$ cat src/rtl/ata_taskfile.sv
module ata_taskfile #(
  parameter int NUM_UNITS = 1,
  parameter int ID_WORDS  = 256,
  localparam int IDX_W    = $clog2(ID_WORDS)
) (
  input  logic             clk,
  input  logic             rst_n,
  input  logic             host_rd,
  input  logic             host_wr,
  input  logic [2:0]       host_addr,
  input  logic [7:0]       host_wdata,
  output logic [15:0]      host_rdata,
  output logic [IDX_W-1:0] id_addr,
  input  logic [15:0]      id_data,
  output logic             dma_req,
  output logic             dma_to_mem,
  input  logic             dma_done,
  output logic             irq
);
  localparam logic [IDX_W-1:0] LAST_IDX = IDX_W'(ID_WORDS - 1);
  localparam logic [7:0] OP_RD_DMA = 8'hC8;
  localparam logic [7:0] OP_WR_DMA = 8'hCA;
  localparam logic [7:0] OP_IDENT  = 8'hEC;

  typedef enum logic [1:0] {ST_IDLE, ST_PIO, ST_DMA} st_t;

  st_t             st;
  logic [7:0]      cnt_q, lba_lo, lba_mid, lba_hi, dev_q;
  logic            err_q, abrt_q, irq_q, dir_q;
  logic [IDX_W-1:0] idx_q;

  logic bsy, drq, unit_ok, rd_stat, rd_word, wr_reg, wr_cmd, cmd_bad;
  logic [7:0] status, err_reg;

  assign bsy     = (st == ST_DMA);
  assign drq     = (st == ST_PIO);
  assign unit_ok = 32'(dev_q[4]) < NUM_UNITS;
  assign rd_stat = host_rd && host_addr == 3'd7 && unit_ok;
  assign rd_word = host_rd && host_addr == 3'd0 && unit_ok && drq;
  assign wr_reg  = host_wr && !bsy;
  assign wr_cmd  = wr_reg && host_addr == 3'd7 && unit_ok;
  assign cmd_bad = wr_cmd && host_wdata != OP_RD_DMA && host_wdata != OP_WR_DMA
                   && host_wdata != OP_IDENT;

  assign status  = {bsy, 1'b1, 1'b0, 1'b0, drq, 2'b00, err_q};
  assign err_reg = {5'b0, abrt_q, 2'b00};

  assign id_addr    = idx_q;
  assign dma_req    = bsy;
  assign dma_to_mem = dir_q;
  assign irq        = irq_q;

  always_comb begin
    host_rdata = '0;
    case (host_addr)
      3'd0: host_rdata = (unit_ok && drq) ? id_data : 16'h0;
      3'd1: host_rdata = unit_ok ? {8'h0, err_reg} : 16'h0;
      3'd2: host_rdata = {8'h0, cnt_q};
      3'd3: host_rdata = {8'h0, lba_lo};
      3'd4: host_rdata = {8'h0, lba_mid};
      3'd5: host_rdata = {8'h0, lba_hi};
      3'd6: host_rdata = {8'h0, dev_q};
      3'd7: host_rdata = unit_ok ? {8'h0, status} : 16'h0;
      default: host_rdata = '0;
    endcase
  end

  always_ff @(posedge clk) begin
    if (!rst_n) begin
      st <= ST_IDLE;
      cnt_q <= '0; lba_lo <= '0; lba_mid <= '0; lba_hi <= '0; dev_q <= '0;
      err_q <= 1'b0; abrt_q <= 1'b0; irq_q <= 1'b0; dir_q <= 1'b0;
      idx_q <= '0;
    end else begin
      if (rd_stat) irq_q <= 1'b0;

      if (wr_reg) begin
        case (host_addr)
          3'd2: cnt_q   <= host_wdata;
          3'd3: lba_lo  <= host_wdata;
          3'd4: lba_mid <= host_wdata;
          3'd5: lba_hi  <= host_wdata;
          3'd6: dev_q   <= host_wdata;
          default: ;
        endcase
      end

      if (rd_word) begin
        idx_q <= idx_q + 1'b1;
        if (idx_q == LAST_IDX) st <= ST_IDLE;
      end

      if (bsy && dma_done) begin
        st    <= ST_IDLE;
        irq_q <= 1'b1;
      end

      if (wr_cmd) begin
        err_q  <= cmd_bad;
        abrt_q <= cmd_bad;
        case (host_wdata)
          OP_IDENT: begin
            st    <= ST_PIO;
            idx_q <= '0;
          end
          OP_RD_DMA, OP_WR_DMA: begin
            st    <= ST_DMA;
            dir_q <= (host_wdata == OP_RD_DMA);
          end
          default: begin
            st    <= ST_IDLE;
            irq_q <= 1'b1;
          end
        endcase
      end
    end
  end

  assert_stat_read_clears_irq_R8: assert property (@(posedge clk) disable iff (!rst_n)
    rd_stat && !host_wr && !(bsy && dma_done) |=> !irq);

  assert_dma_done_idle_R7: assert property (@(posedge clk) disable iff (!rst_n)
    dma_req && dma_done |=> irq && !dma_req && !drq);

  assert_busy_cmd_ignored_R9: assert property (@(posedge clk) disable iff (!rst_n)
    dma_req && host_wr && host_addr == 3'd7 && !dma_done |=> dma_req && $stable(dma_to_mem));

  assert_last_word_drops_drq_R4: assert property (@(posedge clk) disable iff (!rst_n)
    rd_word && id_addr == LAST_IDX |=> !drq);

  assert_idle_data_zero_R5: assert property (@(posedge clk) disable iff (!rst_n)
    host_rd && host_addr == 3'd0 && !drq |-> host_rdata == 16'h0);

  assert_bad_cmd_err_R10: assert property (@(posedge clk) disable iff (!rst_n)
    cmd_bad |=> irq && host_rdata[0] == 1'b0 || err_q && irq);
endmodule

$ cat config.mk
export PLATFORM = sky130hd
export DESIGN_NAME = ata_taskfile
export DESIGN_NICKNAME = d
export VERILOG_FILES = /design/src/rtl/ata_taskfile.sv
export SDC_FILE = /design/constraint.sdc
export NUM_CORES = 1
export LEC_CHECK = 0
export ABC_CLOCK_PERIOD_IN_PS = 2100
export BUFFER_PORTS_ARGS = -buffer_cell sky130_fd_sc_hd__buf_4
export CORE_ASPECT_RATIO = 0.75
export CORE_UTILIZATION = 50
export CTS_CLUSTER_DIAMETER = 150
export DETAILED_ROUTE_END_ITERATION = 12
export PLACE_DENSITY = 0.74
export SLEW_MARGIN = 40
export SYNTH_ARGS = -nofsm -noshare
export SYNTH_HDL_FRONTEND = slang
export SYNTH_SLANG_ARGS = --single-unit
$ cat constraint.sdc
create_clock -name clk -period 2.1 [get_ports clk]
set_input_delay 0.21 -clock clk [delete_from_list [all_inputs] [get_ports clk]]
set_output_delay 0.21 -clock clk [all_outputs]
set_load 0.01 [all_outputs]
# ---- Word-level counts from Yosys, hierarchy flattened
# Index checks and enable logic that the tools add are counted.
# Widths: inputs -> output; s select.
dict set report totals {
  output_inout_bits 27
  reg_bits 53
  in_bits 32
  elab_cells 70
}
dict set report classes {
  n_reduce_logical 26
  magnitude_cmp 1
  eq_ne 16
  add_sub_neg 1
  muxes 16
}
# cell count
set op_table {}
lappend op_table {{$pmux 16 s8} 1}
lappend op_table {{$eq 8x8->1 const B} 4}
lappend op_table {{$mux 8} 4}
lappend op_table {{$ne 8x8->1 const B} 3}
lappend op_table {{$mux 16} 1}
lappend op_table {{$reduce_and 2->1} 7}
lappend op_table {{$logic_and 1x1->1} 13}
lappend op_table {{$eq 3x3->1 const B} 4}
lappend op_table {{$add 8x1->8 const B} 1}
lappend op_table {{$mux 2} 4}
lappend op_table {{$eq 3x2->1 const B} 2}
lappend op_table {{$reduce_bool 3->1} 2}
lappend op_table {{$mux 1} 4}
lappend op_table {{$pmux 2 s2} 1}
lappend op_table {{$eq 3x1->1 const B} 1}
lappend op_table {{$logic_not 3->1} 1}
lappend op_table {{$mux 3} 1}
lappend op_table {{$reduce_or 3->1} 1}
lappend op_table {{$eq 2x1->1 const B} 1}
lappend op_table {{$eq 2x2->1 const B} 1}
lappend op_table {{$reduce_or 2->1} 1}
lappend op_table {{$logic_not 1->1} 1}
lappend op_table {{$lt 1x1->1 const B} 1}

# ---- Longest topological paths before layout
# Gate-level depths: netlist (run 1).
dict set report logic_depth {
  ltp_word 8
  mapped_depth 6
  mapped_depth_nobuf 4
}

# ---- Worst setup path before layout (run 1)
# OpenSTA, ideal clock, no wires.
dict set report synth_timing {
  kind {register to output}
  from {register st[1]}
  to {output host_rdata[10]}
  setup_slack_ns 0.493
  n_path_buf 1
  arrival_time_ns 1.397
  required_ns 1.890
  stages_incl_launch_ff 5
  path_cell_list {dfxtp_1 -> nor4b_4 -> and3_1 -> clkbuf_1 -> and2_1}
}
dict set report synth_between {
  elab_chain_len 4
}
# element line
set synth_rtl {}
lappend synth_rtl {{from (decl)} 27} ;# st_t st;
lappend synth_rtl {{from (signal assigned)} 70} ;# st <= ST_IDLE;
lappend synth_rtl {{from (signal assigned)} 90} ;# if (idx_q == LAST_IDX) st <= ST_IDLE;
lappend synth_rtl {{from (signal assigned)} 94} ;# st <= ST_IDLE;
lappend synth_rtl {{$eq 2x1->1} 36} ;# assign drq = (st == ST_PIO);
lappend synth_rtl {{$logic_and 1x1->1} 56} ;# 3'd0: host_rdata = (unit_ok && drq) ? id_data : 16'h0;
lappend synth_rtl {{$mux 16} 56}
lappend synth_rtl {{$pmux 16 s8} 55} ;# case (host_addr)
lappend synth_rtl {{to (decl)} 12} ;# output logic [15:0] host_rdata,
# No other way between the ends.

# ---- Worst setup path after layout (run 1)
dict set report layout_timing {
  from {register st[1]}
  to {output host_rdata[13]}
}
# The elaborated chain is that of the path after synthesis.

==> results.py, run 1 <==
metrics = {
    "synthesis": {
        "synth-edff-count": 0,
        "seq_area_frac_synth": 0.390,
        "syn-cell-area_mm2": 0.00272,
        "async_flop_share": 0,
        "synthFlopType": "dfxtp_1",
        "ys_seq_elements": 53,
        "synthCells": 280,
        "synth_fp_nets": 313,
        "synth_area_per_cell_um2": 9.72,
        "yosys_warnings": 0,
        "synth_cell_type_count": 49,
    },
    "grt": {
        "track_usage": 0.244,
        "grt_pass1_vias": 2123,
        "grt_pass1_wl_um": 10700,
        "grt_start_max_net_pins": 48,
        "grt.overflow.total": 0,
        "antenna_found_initial": 0,
    },
    "pwr": {
        "p_leak_nw": 1.61,
        "cellPowerDensity_mw_per_mm2": 584,
        "ir_worst_vdd_mv": 0.432,
    },
    "worst_hold_path": {
        "hold_path.startpoint": "host_wdata[6]",
        "hold_class": "in -> reg",
        "holdPathStages": 3,
    },
    "drt": {
        "avgRoutedWirePerCell_um": 16.1,
        "postRouteAntennaNets": 0,
        "finalWirelength_um": 6650,
        "drc": 0,
        "via_count": 2252,
        "firstDrtPassIters": 4,
        "drt-vias-per-instance": 5.44,
        "drt-initial-drc-count": 157,
    },
    "sta": {
        "fin_crit_ns": 2.00,
        "finalSetupViolCount": 0,
        "tightest_slew_ns": 0.409,
        "fin_ws_ns": 0.101,
        "max_freq_mhz": 500,
        "timing.slew.headroom": 0.724,
        "slew_viol_final": 0,
        "hold_violations": 0,
        "finalCritPeriodShare": 0.952,
        "rsz0062_at_grt": "no",
        "fin_skew_ns": 0.0104,
        "tns_ns": 0,
    },
    "placement": {
        "place_hpwl_um": 4720,
        "portBuffers": 58,
        "place_area_mm2": 0.00327,
        "detailedPlace.worstSlack_ns": 0.335,
        "gp_congestion": 0.787,
    },
    "critical_path": {
        "path_cells": "nor4b_4 -> and3_1 -> and2_1 -> buf_4",
        "cpPeakStageDelay_ns": 0.45,
        "startpoint_type": "flop",
        "arrival_ns": 1.79,
        "reg2reg_from": "dev_q[4]$_SDFFE_PN0P_",
        "cp_slowest_cell": "and3_1",
        "crit_required_ns": 1.89,
        "critical_path_class": "reg -> out",
        "path_max_fanout": 12,
        "end_kind": "output port",
        "cp-startpoint": "st[1]$_SDFFE_PN0P_",
        "reg2regPathDepth": 4,
    },
    "cells_and_area": {
        "final_area_mm2": 0.00339,
        "seqCellArea_mm2": 0.00106,
        "areaGrowthSynthToFinish_pct": 24.4,
        "antenna_cells": 0,
        "multi_input_area_mm2": 0.00158,
        "drive_above_1_share": 0.272,
        "num-nets-final": 374,
        "num-fill-cells": 466,
    },
    "clocking": {
        "clkTransAtPathRegs_ns": 0.10,
        "clock_sink_count": 53,
        "cts_buffers": 5,
        "cts_tree": "yes",
        "htreeDepth": 2,
        "clock-root-buffer": "clkbuf_8",
        "cts_hold_buf": 0,
        "cts_buffer_depth": 2,
        "cts_resized": 0,
        "post_cts_buffers": 0,
        "worstSkewPairLatency_ns": 0.30,
    },
    "floorplanning": {
        "rows": 22,
        "fp.dieH_um": 65.9,
        "dieWidth_um": 87.2,
        "die-area_mm2": 0.00574,
        "initial_core_util": 0.537,
        "coreArea_mm2": 0.00506,
        "ios": 59,
    },
    "run_status": {
        "outcome": "complete, no violations",
    },
    "job": {
        "max-cap-violations": 0,
    },
}
## power by group
group	total, W	switching, W	internal [W]
logic	0.000234	0.000117	0.000117
registers	0.00103	0.00000942	0.00102
clock network	0.000712	0.000323	0.000389
## cell families after synthesis
| family | after synthesis | synth area share |
|---|---|---|
| and+or+nand+nor | 107 | 0.249 |
| muxes | 53 | 0.203 |
| DFF | 53 | 0.390 |
| AOI/OAI and AO/OA | 40 | 0.103 |
| buffers and inverters | 20 | 0.0313 |
| xor gates and xnor gates | 6 | 0.0193 |
| adders and majority gates | 1 | 0.00460 |
## critical path: cells and delay by family (launching register included)
family | cells | cell delay, ns
DFF | 1 | 0.38
and+or+nand+nor | 3 | 0.97
buffers and inverters | 1 | 0.13
## cell type report
class,instances,area share
multi-input cells,207,0.466
flip-flops and latches,53,0.313
repair buffers,70,0.155
well taps,72,0.0266
clock buffers,7,0.0255
clock inverters,1,0.00887
inverters,4,0.00443
## through the flow
| stage | std cells | utilization | hold slack (ns) | power, W |
|---|---|---|---|---|
| 3_5_place_dp | 406 | 0.645 | 0.463 | 0.00129 |
| 4_1_cts | 414 | 0.668 | 0.210 | 0.00199 |
| 2_1_floorplan | 280 | - | 0.376 | 0.00118 |
| 6_report | 414 | 0.668 | 0.214 | 0.00198 |
| 3_3_place_gp | 406 | 0.645 | 0.454 | 0.00128 |
| 5_1_grt | 414 | 0.668 | 0.226 | 0.00206 |
## cells in the mapped netlist (4+ instances only)
master	n	area share
nand2b_1	5	0.011
and2_1	10	0.023
o21ai_0	5	0.0092
nand3_1	5	0.0092
nand4_1	6	0.014
nand2_1	10	0.014
xor2_1	6	0.019
a221oi_1	4	0.013
mux2_2	7	0.029
nor2_1	9	0.012
nor2b_1	43	0.099
a21oi_1	10	0.018
mux2i_1	45	0.17
dfxtp_1	53	0.39
clkbuf_1	10	0.014
inv_1	4	0.0055
a22oi_1	4	0.011
buf_2	5	0.0092
## flip-flops by register name, summed over array words and instances, names as in the netlist
| register | count |
|---|---|
| dma_to_mem | 1 |
| cnt_q | 8 |
| lba_lo | 8 |
| st | 2 |
| abrt_q | 1 |
| lba_mid | 8 |
| id_addr | 8 |
| irq | 1 |
| lba_hi | 8 |
| dev_q | 8 |
## worst paths after layout
path	slack, ns	endpoint
worst min register to register	0.47	dma_to_mem$_SDFFE_PN0P_
worst max-delay path	0.10	host_rdata[13]
worst max register to register	0.43	dma_to_mem$_SDFFE_PN0P_
worst min-delay path	0.21	lba_mid[6]$_SDFFE_PN0P_
## layout by cell type (no fill, tap or decap), types with 4 or more instances in the layout
cell type,synthesis,final
buf_4,1,70
a22oi_1,4,4
inv_1,4,4
o21ai_0,5,5
a221oi_1,4,4
nand2b_1,5,4
a21oi_1,10,10
dfxtp_1,53,53
xor2_1,6,6
nor2b_1,43,43
mux2_2,7,7
nand4_1,6,6
nand3_1,5,5
and2_1,10,10
clkbuf_8,0,6
mux2i_1,45,45
nand2_1,10,10
nor2_1,9,9
## routing by layer
| metal | vias up | track usage | part of all wire |
|---|---|---|---|
| met2 | 68 | 0.379 | 0.46 |
| met5 | - | 0 | 0 |
| li1 | 1119 | - | - |
| met1 | 1061 | 0.352 | 0.48 |
| met3 | 4 | 0.0412 | 0.054 |
| met4 | 0 | 0.0553 | 0.0054 |
No activity file was read; power rests on OpenSTA's default activity.
==> run 2, diff against run 1 <==
ABC_CLOCK_PERIOD_IN_PS = 2400   (was 2100)
clock period = 2.4 ns   (was 2.1 ns; I/O delays follow)
==> run 2 against run 1 <==
  * Final cell count fell by 0.97%
  * Sequential cell count did not move
  * Setup slack improved by 0.23 ns
  * Global-route usage fell by 0.24 points
  * Via count fell by 1.1%
  * Power fell by 12%
  * Register-to-register slack improved by 0.22 ns
  * Die area did not move
  * Hold slack improved by 0.011 ns
  * Combinational power fell by 15%
  * First-iteration DRC count fell by 54%
  * Clock skew fell by 0.0017 ns
  * Largest power group unchanged
  * Highest routed layer unchanged
==> results.py, run 2 (synthesized netlist as in run 1, its figures left out) <==
metrics = {
    "clocking": {
        "clock_sink_count": 53,
        "htreeDepth": 2,
        "clock-root-buffer": "clkbuf_8",
        "cts_tree": "yes",
        "worstSkewPairLatency_ns": 0.31,
        "cts_resized": 0,
        "cts_buffer_depth": 2,
        "clkTransAtPathRegs_ns": 0.10,
        "cts_buffers": 5,
        "post_cts_buffers": 0,
        "cts_hold_buf": 0,
    },
    "drt": {
        "firstDrtPassIters": 4,
        "finalWirelength_um": 6560,
        "drt-initial-drc-count": 72,
        "via_count": 2227,
        "postRouteAntennaNets": 0,
        "avgRoutedWirePerCell_um": 16.0,
        "drt-vias-per-instance": 5.43,
        "drc": 0,
    },
    "cells_and_area": {
        "multi_input_area_mm2": 0.00158,
        "final_util": 0.663,
        "antenna_cells": 0,
        "final_cell_mix": "buf_4 (66), dfxtp_1 (53), mux2i_1 (45), nor2b_1 (43)",
        "layout_commonest_cell": "buf_4",
        "areaGrowthSynthToFinish_pct": 23.4,
        "num-nets-final": 370,
        "num-fill-cells": 452,
        "drive_above_1_share": 0.263,
        "seqCellArea_mm2": 0.00106,
        "final_cells": 410,
    },
    "worst_hold_path": {
        "holdPathStages": 3,
        "hold_path.startpoint": "host_wdata[6]",
        "hold_class": "in -> reg",
    },
    "sta": {
        "finalSetupViolCount": 0,
        "hold_violations": 0,
        "rsz0062_at_grt": "no",
        "tns_ns": 0,
        "fin_skew_ns": 0.00869,
        "timing.slew.headroom": 0.601,
        "fin_crit_ns": 2.07,
        "slew_viol_final": 0,
        "finalCritPeriodShare": 0.863,
        "tightest_slew_ns": 0.595,
        "max_freq_mhz": 483,
    },
    "placement": {
        "portBuffers": 58,
        "place_hpwl_um": 4640,
        "dp.cells": 402,
        "gp_congestion": 0.803,
    },
    "run_status": {
        "outcome": "complete, no violations",
    },
    "floorplanning": {
        "coreArea_mm2": 0.00506,
        "die-area_mm2": 0.00574,
        "ios": 59,
        "initial_core_util": 0.537,
        "rows": 22,
        "fp.dieH_um": 65.9,
        "dieWidth_um": 87.2,
    },
    "pwr": {
        "ir_worst_vdd_mv": 0.289,
        "cellPowerDensity_mw_per_mm2": 519,
        "p_leak_nw": 1.59,
    },
    "critical_path": {
        "arrival_ns": 1.83,
        "crit_required_ns": 2.16,
        "end_kind": "output port",
        "reg2regPathDepth": 4,
        "r2r_setup_slack_ns": 0.65,
        "path_max_fanout": 7,
        "cp-startpoint": "st[0]$_SDFFE_PN0P_",
        "reg2reg_from": "st[0]$_SDFFE_PN0P_",
        "startpoint_type": "flop",
        "critical_path_class": "reg -> out",
    },
    "grt": {
        "track_usage": 0.241,
        "antenna_found_initial": 0,
        "grt_pass1_vias": 2046,
        "grt.overflow.total": 0,
        "grt_pass1_wl_um": 10500,
        "grt_start_max_net_pins": 48,
    },
    "job": {
        "max-cap-violations": 0,
    },
}
[run 2: cell types whose count changed in the layout (fill, tap and decap cells not counted), sizes merged]
cell,delta
clkinvlp,+1
clkbuf,-1
buf,-4
[run 2: critical path: stages (launching register included)]
cell      delay [ns]
dfxtp_1         0.41
nand2b_1        0.30
inv_1           0.13
a222oi_1        0.43
nand2_1         0.10
buf_4           0.15
[run 2: per-layer routing]
layer  vias to the layer above  routed length (µm)  part of all wire  GRT usage
li1                       1107                   -                 -          -
met1                      1065                3330              0.51      0.346
met2                        48                2890              0.44      0.369
met3                         7                 257             0.039     0.0400
met4                         0                  74             0.011     0.0758
met5                         -                   0                 0          0
[run 2: worst paths after layout]
kind | endpoint
max | host_rdata[7]
min | lba_hi[6]$_SDFFE_PN0P_
max reg2reg | id_addr[5]$_SDFF_PN0_
min reg2reg | dma_to_mem$_SDFFE_PN0P_
[run 2: cell type report]
type	count	share of cell area
Multi-Input combinational cell	207	0.469
Clock buffer	6	0.0246
Sequential cell	53	0.316
Timing Repair Buffer	66	0.148
Clock inverter	2	0.0112
Inverter	4	0.00447
Tap cell	72	0.0268
[run 2: stage by stage]
| stage | setup slack (ns) | power [W] | hold slack (ns) | instance area, µm² |
|---|---|---|---|---|
| finish | 0.329 | 0.00174 | 0.226 | 3360 |
| global route | 0.191 | 0.00181 | 0.231 | 3360 |
| global placement | 0.569 | 0.00112 | 0.457 | 3240 |
| detailed placement | 0.516 | 0.00112 | 0.466 | 3240 |
| floorplan | 0.763 | 0.00103 | 0.406 | 2720 |
| CTS | 0.331 | 0.00175 | 0.225 | 3360 |
[run 2: report_power, final]
group / internal, W / leakage [nW] / switching, W
sequential: 0.000894 / 0.428 / 0.00000872
combinational: 0.0000995 / 1.11 / 0.000100
clock: 0.000339 / 0.0574 / 0.000299
total: 0.00133 / 1.59 / 0.000408
